`config.mk`:
```
export PLATFORM = sky130hd
export DESIGN_NAME = ringbuf_membridge
export DESIGN_NICKNAME = d
export VERILOG_FILES = /design/src/rtl/membridge_pkg.sv /design/src/rtl/membridge_ring.sv /design/src/rtl/membridge_decode.sv /design/src/rtl/ringbuf_membridge.sv
export SDC_FILE = /design/constraint.sdc
export NUM_CORES = 1
export LEC_CHECK = 0
export CELL_PAD_IN_SITES_DETAIL_PLACEMENT = 1
export CELL_PAD_IN_SITES_GLOBAL_PLACEMENT = 2
export CORE_MARGIN = 5
export CORE_UTILIZATION = 30
export CTS_CLUSTER_DIAMETER = 80
export DETAILED_ROUTE_END_ITERATION = 6
export MAX_ROUTING_LAYER = met4
export PLACE_DENSITY = 0.62
export REMOVE_ABC_BUFFERS = 1
export SETUP_SLACK_MARGIN = 0.2
export SYNTH_ARGS = -nofsm -noshare
export SYNTH_HDL_FRONTEND = slang
export SYNTH_SLANG_ARGS = --single-unit
```
`constraint.sdc`:
```
create_clock -name clk_i -period 3.7 [get_ports clk_i]
set_clock_uncertainty 0.1 [all_clocks]
set_input_delay 0.555 -clock clk_i [delete_from_list [all_inputs] [get_ports clk_i]]
set_output_delay 0.555 -clock clk_i [all_outputs]
set_load 0.1 [all_outputs]
```
`src/rtl/membridge_pkg.sv`:
```
package membridge_pkg;

  // Word slots in the host address space
  localparam int SLOT_ADC  = 0;
  localparam int SLOT_DAC  = 1;
  localparam int SLOT_STAT = 2;
  localparam int SLOT_THR  = 3;
  localparam int N_SLOTS   = 4;

  // Status word field positions
  localparam int STAT_FILL_LSB = 0;
  localparam int STAT_FREE_LSB = 8;
  localparam int STAT_OVF_BIT  = 16;
  localparam int STAT_UDF_BIT  = 17;

  // Qualified bus strobes, one per action the block takes
  typedef struct packed {
    logic adc_rd;
    logic dac_wr;
    logic stat_rd;
    logic stat_wr;
    logic thr_rd;
    logic thr_wr;
  } strobes_t;

endpackage

```
`src/rtl/membridge_ring.sv`:
```
module membridge_ring #(
  parameter int W  = 18,
  parameter int AW = 4
) (
  input  logic          clk_i,
  input  logic          rst_ni,
  input  logic          push_i,
  input  logic [W-1:0]  push_data_i,
  input  logic          pop_i,
  output logic [W-1:0]  head_o,
  output logic [AW:0]   fill_o,
  output logic          full_o,
  output logic          empty_o
);
  localparam int DEPTH = 1 << AW;

  logic [W-1:0]  mem [DEPTH];
  logic [AW-1:0] wp_q, rp_q;
  logic [AW:0]   fill_q;
  logic          do_push, do_pop;

  assign full_o  = (fill_q == (AW+1)'(DEPTH));
  assign empty_o = (fill_q == '0);
  assign do_push = push_i && !full_o;
  assign do_pop  = pop_i && !empty_o;
  assign head_o  = mem[rp_q];
  assign fill_o  = fill_q;

  always_ff @(posedge clk_i) begin
    if (do_push) mem[wp_q] <= push_data_i;
  end

  always_ff @(posedge clk_i) begin
    if (!rst_ni) begin
      wp_q   <= '0;
      rp_q   <= '0;
      fill_q <= '0;
    end else begin
      if (do_push) wp_q <= wp_q + 1'b1;
      if (do_pop)  rp_q <= rp_q + 1'b1;
      case ({do_push, do_pop})
        2'b10:   fill_q <= fill_q + 1'b1;
        2'b01:   fill_q <= fill_q - 1'b1;
        default: fill_q <= fill_q;
      endcase
    end
  end
endmodule

```
`src/rtl/membridge_decode.sv`:
```
module membridge_decode
  import membridge_pkg::*;
#(
  parameter int ADDR_W = 2
) (
  input  logic              cs_i,
  input  logic              rd_i,
  input  logic              wr_i,
  input  logic [ADDR_W-1:0] word_addr_i,
  output strobes_t          stb_o
);
  logic [N_SLOTS-1:0] hit;

  for (genvar g = 0; g < N_SLOTS; g++) begin : g_slot
    assign hit[g] = cs_i && (word_addr_i == ADDR_W'(g));
  end

  always_comb begin
    stb_o.adc_rd  = hit[SLOT_ADC]  && rd_i;
    stb_o.dac_wr  = hit[SLOT_DAC]  && wr_i;
    stb_o.stat_rd = hit[SLOT_STAT] && rd_i;
    stb_o.stat_wr = hit[SLOT_STAT] && wr_i;
    stb_o.thr_rd  = hit[SLOT_THR]  && rd_i;
    stb_o.thr_wr  = hit[SLOT_THR]  && wr_i;
  end
endmodule

```
`src/rtl/ringbuf_membridge.sv`:
```
module ringbuf_membridge
  import membridge_pkg::*;
#(
  parameter int BUS_W      = 32,
  parameter int ADDR_W     = 2,
  parameter int SAMPLE_W   = 18,
  parameter int DAC_W      = 16,
  parameter int DEPTH_LOG2 = 4
) (
  input  logic                clk_i,
  input  logic                rst_ni,
  input  logic                cs_i,
  input  logic                rd_i,
  input  logic                wr_i,
  input  logic [ADDR_W-1:0]   word_addr_i,
  input  logic [BUS_W-1:0]    wdata_i,
  output logic [BUS_W-1:0]    rdata_o,
  output logic                irq_o,
  input  logic                adc_valid_i,
  input  logic [SAMPLE_W-1:0] adc_data_i,
  output logic                adc_ready_o,
  output logic                dac_valid_o,
  output logic [DAC_W-1:0]    dac_data_o,
  input  logic                dac_ready_i
);
  localparam int DEPTH = 1 << DEPTH_LOG2;
  localparam int CNT_W = DEPTH_LOG2 + 1;   // must stay <= 8 for the status layout

  strobes_t             stb;
  logic [SAMPLE_W-1:0]  adc_head;
  logic [CNT_W-1:0]     adc_fill, dac_fill, dac_free;
  logic                 adc_full, adc_empty, dac_full, dac_empty;
  logic                 ovf_q, udf_q;
  logic [BUS_W-1:0]     thr_q;
  logic [BUS_W-1:0]     stat_word;

  membridge_decode #(.ADDR_W(ADDR_W)) decode_i (
    .cs_i        (cs_i),
    .rd_i        (rd_i),
    .wr_i        (wr_i),
    .word_addr_i (word_addr_i),
    .stb_o       (stb)
  );

  membridge_ring #(.W(SAMPLE_W), .AW(DEPTH_LOG2)) adc_ring_i (
    .clk_i       (clk_i),
    .rst_ni      (rst_ni),
    .push_i      (adc_valid_i),
    .push_data_i (adc_data_i),
    .pop_i       (stb.adc_rd),
    .head_o      (adc_head),
    .fill_o      (adc_fill),
    .full_o      (adc_full),
    .empty_o     (adc_empty)
  );

  membridge_ring #(.W(DAC_W), .AW(DEPTH_LOG2)) dac_ring_i (
    .clk_i       (clk_i),
    .rst_ni      (rst_ni),
    .push_i      (stb.dac_wr),
    .push_data_i (wdata_i[DAC_W-1:0]),
    .pop_i       (dac_ready_i),
    .head_o      (dac_data_o),
    .fill_o      (dac_fill),
    .full_o      (dac_full),
    .empty_o     (dac_empty)
  );

  assign adc_ready_o = !adc_full;
  assign dac_valid_o = !dac_empty;
  assign dac_free    = CNT_W'(DEPTH) - dac_fill;
  assign irq_o       = (BUS_W'(adc_fill) >= thr_q);

  always_comb begin
    stat_word = '0;
    stat_word[STAT_FILL_LSB +: CNT_W] = adc_fill;
    stat_word[STAT_FREE_LSB +: CNT_W] = dac_free;
    stat_word[STAT_OVF_BIT]           = ovf_q;
    stat_word[STAT_UDF_BIT]           = udf_q;
  end

  // Sticky flags: a fresh event in the same cycle wins over a clear
  always_ff @(posedge clk_i) begin
    if (!rst_ni) begin
      ovf_q <= 1'b0;
      udf_q <= 1'b0;
    end else begin
      if (stb.stat_wr && wdata_i[STAT_OVF_BIT]) ovf_q <= 1'b0;
      if (stb.stat_wr && wdata_i[STAT_UDF_BIT]) udf_q <= 1'b0;
      if (stb.dac_wr && dac_full)               ovf_q <= 1'b1;
      if (stb.adc_rd && adc_empty)              udf_q <= 1'b1;
    end
  end

  always_ff @(posedge clk_i) begin
    if (!rst_ni)         thr_q <= BUS_W'(DEPTH / 2);
    else if (stb.thr_wr) thr_q <= wdata_i;
  end

  // Registered read path: data valid one clock after the strobe
  always_ff @(posedge clk_i) begin
    if (!rst_ni) begin
      rdata_o <= '0;
    end else begin
      rdata_o <= '0;
      if (stb.adc_rd && !adc_empty) rdata_o <= BUS_W'(adc_head);
      if (stb.stat_rd)              rdata_o <= stat_word;
      if (stb.thr_rd)               rdata_o <= thr_q;
    end
  end
endmodule

```
==> impl_metrics.csv <==
group,metric,value,unit
synthesis,synthCells,1339,
clock_tree,insertion_delay,0.59,ns
detailed_routing,post_drt_wl_per_cell,24.38,um
clock_tree,cts_inserted_buffers,72,
global_route,grt_pass1_wl,96.77,mm
die,chipHeight,300.2,um
cells_and_area,ff_latch_area,0.01835,mm2
worst_setup_path,worstPathArrival,2.75,ns
cells_and_area,nNetsFinal,1611,
clock_tree,cts_tree,"done",
synthesis,synth_edf_count,544,
synthesis,synth_common_cells,"edfxtp_1 (544), mux4_2 (139), dfxtp_1 (100)",
synthesis,synth.distinct_cells,60,
worst_setup_path,path_max_fanout,23,
synthesis,yosys-top-cells-area,"edfxtp_1 (65%), mux4_2 (12%), dfxtp_1 (7.9%), nand2_1 (1.4%), mux4_1 (1.4%)",
cells_and_area,fill_cells,8282,
die,coreArea,0.08356,mm2
worst_setup_path,cp_top_family,"multiplexers",
sta,tightest_slew,1.028,ns
sta,fin_tns_setup,0,ns
clock_tree,root_buffer,"clkbuf_16",
detailed_routing,ant_nets,0,
sta,fin_crit_sh,91.97,%
die,initial_core_util,30.25,%
worst_setup_path,crit_chain,"buf_12 > mux4_2 > mux4_2 > buf_4",
placed_design,gp_congestion,0.7372,
cells_and_area,stdcell_area,0.03039,mm2
synthesis,ys_ff_latch,644,
power,power_density,585.3,mW/mm2
global_route,grt_usage,14.85,%
sta,whs,0.3789,ns
placed_design,dp_hpwl,41.12,mm
global_route,antenna_found_initial,3,
clock_tree,clockBufferDepth,3,
clock_tree,clock_sinks,644,
die,dieArea,0.09015,mm2
worst_setup_path,crit_path_end_kind,"output pin",
synthesis,syn_area_per_cell,18.87,um2
power,ir_worst_vdd,0.3054,mV
synthesis,yosysWarnings,0,
sta,slew-limit-headroom,31.23,%
synthesis,netlist.top_cell.by_area,"edfxtp_1",
die,die_w,300.2,um
worst_setup_path,crit_top_cell,"mux4_2",
placed_design,io_buffers,109,
synthesis,synthFlopType,"edfxtp_1",
global_route,grt_pass1_vias,14080,
worst_setup_path,max_stage_delay,0.69,ns
synthesis,ys_seq_area_share,72.56,%
clock_tree,postCtsHoldBufs,0,
clock_tree,h-tree-depth,3,
cells_and_area,layout-drive-gt1-share,24.92,%
die,ios,110,
sta,finalSetupViolations,0,
cells_and_area,finalCoreUtilization,36.37,%
cells_and_area,syn_to_final_growth,20.24,%
worst_setup_path,worstPathRequired,3.04,ns
clock_tree,clk_pin_slew_worst_paths,0.06,ns
synthesis,syn_area,0.02527,mm2
sta,fmax,293.9,MHz
worst_setup_path,critPathBufInv,2,
power,leakage,9.647,nW
cells_and_area,multi_input_area,0.006524,mm2
die,core.rowCount,106,
synthesis,ys_async_sr_fraction,0,%
detailed_routing,drt_iter0_markers,921,
worst_setup_path,cp-start-kind,"flip-flop",
placed_design,place_area,0.02800,mm2
worst_setup_path,critical_path_class,"flip-flop to output pin",
worst_setup_path,crit_slowest_cell,"dfxtp_2",
sta,hold_viol,0,
sta,fin_crit,3.403,ns
detailed_routing,first_pass_iters,4,
status,outcome,"finished, final reports clean",
global_route,grt-ovfl-total,0,
detailed_routing,routed_wl,65.05,mm
detailed_routing,dr_total_vias,12920,
detailed_routing,drt-vias-per-instance,4.842,
run,cap_violations,0,
sta,rsz0062_at_grt,"no",
detailed_routing,drc_errors,0,
synthesis,synth_most_common_cell,"edfxtp_1",
synthesis,synth_top_area_share,64.64,%
hold_path,min_path_type,"flip-flop to flip-flop",
global_route,grt_max_degree,51,
sta,slew_viol_final,0,
[layer usage]
metal | vias up | global-route usage, % | share of wire [%]
met2 | 257 | 23.96 | 49
met5 | - | - | 0
met3 | 98 | 2.484 | 3.9
met1 | 6838 | 19.90 | 45
li1 | 5725 | - | -
met4 | 0 | 3.473 | 2.0
[registers in the layout, summed over array words and instances (netlist names), named ones only]
signal             flops
udf_q                  1
adc_ring_i.fill_o      5
thr_q                 32
adc_ring_i.wp_q        4
dac_ring_i.fill_o      5
dac_ring_i.rp_q        4
adc_ring_i.mem       288
rdata_o               32
dac_ring_i.wp_q        4
dac_ring_i.mem       256
adc_ring_i.rp_q        4
ovf_q                  1
[layout make-up]
type	count	area share, %
multi-input combinational	598	21.47
inverter	20	0.2470
timing repair buffer	192	5.781
clock inverter	32	0.9594
antenna	3	0.02470
tap	1080	4.447
clock buffer	99	6.674
sequential	644	60.40
[cell usage in the layout, fill, tap and decap left out, drive strengths merged, types with 21 or more instances in the layout]
| master | netlist | final |
|---|---|---|
| mux2i | 33 | 33 |
| inv | 20 | 21 |
| ha | 24 | 24 |
| nand2 | 94 | 94 |
| clkinv | 0 | 24 |
| a21boi | 35 | 35 |
| clkdlybuf4s50 | 0 | 87 |
| and2 | 39 | 39 |
| edfxtp | 544 | 544 |
| mux4 | 152 | 152 |
| nor2 | 38 | 38 |
| dfxtp | 100 | 100 |
| clkbuf | 42 | 99 |
| buf | 35 | 105 |
[path summary, 6_finish.rpt]
check / startpoint / end / slack, ns / depth (start not counted)
worst max-delay path: flip-flop / dac_data_o[6] / 0.30 / 4
worst min register to register: thr_q[22] / thr_q[22] / 0.38 / 2
worst max register to register: dac_ring_i.fill_o[1] / dac_ring_i.fill_o[2] / 0.54 / 13
worst min-delay path: thr_q[22] / thr_q[22] / 0.38 / 2
[power breakdown]
| group | leakage, nW | switching [mW] | internal (mW) |
|---|---|---|---|
| combinational | 2.80 | 1.55 | 1.07 |
| clock | 1.13 | 2.86 | 4.19 |
| sequential | 5.72 | 0.142 | 7.97 |
| total | 9.65 | 4.55 | 13.2 |
[repair_timing]
item                                    in CTS  in global routing
setup buffers                                5                  0
hold endpoints to repair                     0                  0
gates resized for setup                      0                  5
endpoints found under the setup margin      13                  1
[worst reg2reg max path: stages (launching register included)]
cell	delay (ns)
dfxtp_2	0.39
inv_1	0.11
ha_1	0.22
nor3b_2	0.18
ha_2	0.23
nor2_4	0.21
inv_1	0.12
ha_2	0.29
xor2_1	0.18
ha_1	0.21
a311oi_1	0.26
xor2_1	0.13
or3_1	0.31
a21boi_0	0.16
[through the flow]
step	instances	setup slack, ns	power, mW
finish	2668	0.2972	17.79
global route	2668	0.2229	18.51
CTS	2665	0.2012	18.04
detailed placement	2529	0.01638	10.87
global placement	2529	0.01793	10.83
floorplan	1262	-1.082	10.10
[kinds of logic (layout without fill, tap and decap cells)]
group / count (synthesis) / in the layout / synth area share, %
compound gates: 123 / 123 / 3.520
fa+ha+maj: 24 / 24 / 1.188
other cells: 0 / 3 / 0
xor+xnor: 21 / 21 / 0.7278
flops: 644 / 644 / 72.56
buf+inv: 97 / 343 / 2.055
mux: 185 / 185 / 15.05
simple gates: 245 / 245 / 4.906
Power figures use the tool's default switching activity.
